$ cat config.mk
export PLATFORM = sky130hd
export DESIGN_NAME = bscan_pin_chain
export DESIGN_NICKNAME = d
export VERILOG_FILES = /design/src/rtl/bscan_pin_chain.sv
export SDC_FILE = /design/constraint.sdc
export NUM_CORES = 2
export LEC_CHECK = 0
export ABC_CLOCK_PERIOD_IN_PS = 1400
export BUFFER_PORTS_ARGS = -buffer_cell sky130_fd_sc_hd__buf_2
export CAP_MARGIN = 10
export CORE_AREA = 2 2 392 394
export CTS_BUF_LIST = sky130_fd_sc_hd__clkbuf_8
export DETAILED_ROUTE_END_ITERATION = 8
export DIE_AREA = 0 0 394 396
export PLACE_DENSITY_LB_ADDON = 0.15
export SLEW_MARGIN = 20
export SYNTH_ARGS = -nofsm -noshare
export SYNTH_HDL_FRONTEND = slang
export SYNTH_SLANG_ARGS = --single-unit
$ cat constraint.sdc
create_clock -name tck -period 1.4 [get_ports tck]
set_input_delay 0.21 -clock tck [delete_from_list [all_inputs] [get_ports tck]]
set_output_delay 0.21 -clock tck [all_outputs]
set_load 0.005 [all_outputs]
$ cat src/rtl/bscan_pin_chain.sv
module bscan_pin_chain #(
  parameter int NUM_PINS = 200,
  localparam int CHAIN_LEN = 3 * NUM_PINS
) (
  input  logic                tck,
  input  logic                rst_n,
  input  logic                tdi,
  output logic                tdo,
  input  logic                capture_dr,
  input  logic                shift_dr,
  input  logic                update_dr,
  input  logic                mode_sample,
  input  logic                mode_extest,
  input  logic                mode_highz,
  input  logic                mode_clamp,
  input  logic [NUM_PINS-1:0] pin_in,
  input  logic [NUM_PINS-1:0] core_dout,
  input  logic [NUM_PINS-1:0] core_oe_n,
  output logic [NUM_PINS-1:0] pad_dout,
  output logic [NUM_PINS-1:0] pad_oe_n
);

  logic [CHAIN_LEN-1:0] chain, cap_vec;
  logic [NUM_PINS-1:0]  upd_out, upd_oe_n;
  logic                 chain_sel, drive_upd;

  assign chain_sel = (mode_sample | mode_extest) & ~mode_highz & ~mode_clamp;
  assign drive_upd = ~mode_highz & (mode_clamp | mode_extest);

  for (genvar i = 0; i < NUM_PINS; i++) begin : g_pin
    assign cap_vec[3*i]   = pin_in[i];
    assign cap_vec[3*i+1] = core_dout[i];
    assign cap_vec[3*i+2] = core_oe_n[i];

    always_ff @(posedge tck or negedge rst_n) begin
      if (!rst_n) begin
        upd_out[i]  <= 1'b0;
        upd_oe_n[i] <= 1'b1;
      end else if (chain_sel && update_dr && !capture_dr && !shift_dr) begin
        upd_out[i]  <= chain[3*i+1];
        upd_oe_n[i] <= chain[3*i+2];
      end
    end
  end

  always_ff @(posedge tck or negedge rst_n) begin
    if (!rst_n)
      chain <= '0;
    else if (chain_sel && capture_dr)
      chain <= cap_vec;
    else if (chain_sel && shift_dr)
      chain <= {tdi, chain[CHAIN_LEN-1:1]};
  end

  assign tdo      = chain[0];
  assign pad_oe_n = mode_highz ? '1 : (drive_upd ? upd_oe_n : core_oe_n);
  assign pad_dout = mode_highz ? '0 : (drive_upd ? upd_out  : core_dout);

endmodule

==> run metrics <==
syn_nets=6931; Synth top area share=33.7%; Max VDD drop=around 0.00079 V; Residual DRC=0; I/O pins=1011; outcome=finished, violations left; synthesis-to-layout area growth=37.6%; Synth Instances=around 6300; Worst Setup SP=upd_oe_n[118]$_DFFE_PN1P_; root buffer cell=clkbuf_8; setup violators final=approximately 950; Longest Clk Path Bufs=3; Worst R2R Path Depth=3; critical path class=reg -> out; Core Box Area=152000 um^2; Die Ht=396 um; Reg2Reg Setup Slack=approximately 0.14 ns; post-route setup slack=-0.661 ns; CP endpoint kind=output port; Lkg Pwr=roughly 0.037 uW; Reg-to-Reg Start=chain[539]$_DFFE_PN0P_; Overall Global Routing Usage=29.5%; min-delay worst type=in -> reg; CTS tree=yes; ANT nets after route=0; largest cells by area after synthesis=dfrtp_1, o221a_2, mux2_4, a41oi_1, dfstp_2; total die area=156000 um^2; Place WS=-0.506 ns; via count=58916; final worst path period share=147%; row cnt=approximately 140; Critical Path AT=about 1.9 ns; worst stage delay on the critical path=about 0.57 ns; CP Capture Point=pad_oe_n[118]; critical-path cell list=nand2_1 -> nand3b_1 -> buf_2; setup_tns=-204.77 ns; Initial Utilization=39.2%; Die X=394 um; fin crit period=roughly 2.1 ns; CP Launch Type=flip-flop; Clock Sinks=1000; Clock Latency Late Sink=~0.91 ns; drt first pass iters=6; initial antenna violation count=18; critical path's slowest cell=dfstp_2; Yosys Warn Count=0; largest net degree at the start of global routing=122; H-Tree Depth=4; Total Wirelength=240000 um; synthesized cell area=59500 um^2; layout cells sized above 1=41.1%; max frequency=approximately 490 MHz; clock transition at the registers of the reported paths=roughly 0.070 ns; wire per inst=23.4 um; Data required, critical path=approximately 1.2 ns; hpwl dp=164000 um; post-synthesis register bit count=1000; Final Slew Violations=0; sequential share of the synthesized area=42.5%; global-route wire length before repair=363000 um; Worst Path Max Fanout=2; PortBufs=~1000; number of global-route vias before repair=58638; initial drt markers=5228; Max-Cap Viols=0; count of different cell masters after synthesis=23; Placer Congestion=about 0.9; nets=8640; Critical R2R Capture=chain[538]$_DFFE_PN0P_; max_slew headroom=45.4%; worst-margin pin slew=0.819 ns; failing checks=setup timing; gr ovfl total=0; cell taking the most area after synthesis=dfrtp_1; Clock Skews=0.0638 ns; Fin. Hold Viols=0; pwr dens=1390 nW/um^2; RSZ-0062 raised after global routing=true; Tot Pwr=114000 uW; Via-to-Cell Ratio=5.76; Syn Area/Cell=approximately 9.4 um^2; CTS Buf Count=182
-- per-stage QoR --
| step | hold slack [ns] | instances | instance area, um^2 | util (%) |
|---|---|---|---|---|
| final | 0.106 | 10225 | 81800 | 54.0 |
| after global placement | 0.356 | 9083 | 69300 | 45.8 |
| after CTS | 0.00245 | 10159 | 80900 | 53.4 |
| after floorplan | -0.0856 | 6321 | 59900 | - |
| after global routing | 0.0774 | 10222 | 81800 | 54.0 |
| after detailed placement | 0.357 | 9083 | 69300 | 45.8 |
-- layout make-up --
type | instances | area (um^2)
timing repair buffer | 2237 | 18100
fill | 13535 | 69700
multi-input combinational | 4009 | 29900
clock buffer | 228 | 3140
inverter | 600 | 2250
clock inverter | 111 | 562
tap | 2030 | 2540
antenna | 10 | 25.0
sequential | 1000 | 25300
-- synth_stat cells --
master    number
buf_2         35
buf_1         62
o221a_2      558
or2_2          1
a41oi_1      600
dfrtp_1      800
inv_1        600
a21oi_1      200
nor2_1       603
dfstp_2      200
and4_4         1
buf_6         47
nand3b_1     200
o21ai_0      599
mux2_4       400
nand2_1      800
nor2_4         1
clkbuf_2      16
clkbuf_1     552
a21o_1         1
nand3_2        1
o221a_1       42
or2_1          2
-- layout by cell type (no fill, tap or decap), drive strengths merged, types with 3 or more instances in the layout --
cell type    count
clkbuf         228
mux2           400
o221a          600
nor2           604
a21oi          200
dfstp          200
inv            698
dlygate4sd3    608
diode           10
or2              3
o21ai          599
a41oi          600
buf           1628
nand2          800
nand3b         200
clkinv          11
dfrtp          800
-- timing repair --
item                                    4_1_cts  5_1_grt
endpoints found under the setup margin      401     1063
pin swaps                                   233       68
setup buffers                               128       56
hold buffers                                609        0
gates resized for setup                     229      155
hold endpoints to repair                   1597        0
-- how the worst min path moves through the flow --
stage          cells past startpoint                 endpoint   startpoint
2_1_floorplan                      0     chain[0]$_DFFE_PN0P_        rst_n
3_3_place_gp                       2   chain[161]$_DFFE_PN0P_        rst_n
3_5_place_dp                       2  upd_out[62]$_DFFE_PN0P_        rst_n
4_1_cts                            6   chain[429]$_DFFE_PN0P_  mode_sample
5_1_grt                            4    chain[67]$_DFFE_PN0P_        rst_n
6_report                           6   chain[445]$_DFFE_PN0P_  mode_sample
-- power breakdown --
group | total (uW) | switching [uW] | internal (uW) | leakage (uW)
Sequential | 46600 | 7340 | 39300 | 0.0117
Clock | 28500 | 13600 | 14900 | 0.00223
Combinational | 38700 | 17200 | 21500 | 0.0227
-- state kept, by name, indices dropped and copies added (netlist names) --
| register | count |
|---|---|
| upd_out | 200 |
| upd_oe_n | 200 |
| chain | 600 |
-- worst max-delay path, delay by kind of cell, from the launching register on --
kind	cells	cell delay, ns
buffers and inverters	1	0.15
DFF	1	0.57
and+or+nand+nor	2	0.24
-- layer usage --
metal	vias to the layer above	share of wire, %	track usage [%]
met5	-	0.022	0
met4	8	5.4	14.9
met3	557	6.9	5.03
met2	2683	46	46.6
met1	29246	42	38.9
li1	26422	-	-
-- cell families after synthesis --
kind of cell    count (synthesis)  share of synthesized area, %
mux                           400                          10.1
compound gates               2000                          26.9
simple gates                 1609                          11.5
flops                        1000                          42.5
buf+inv                      1312                          8.98
Power figures use the tool's default switching activity.
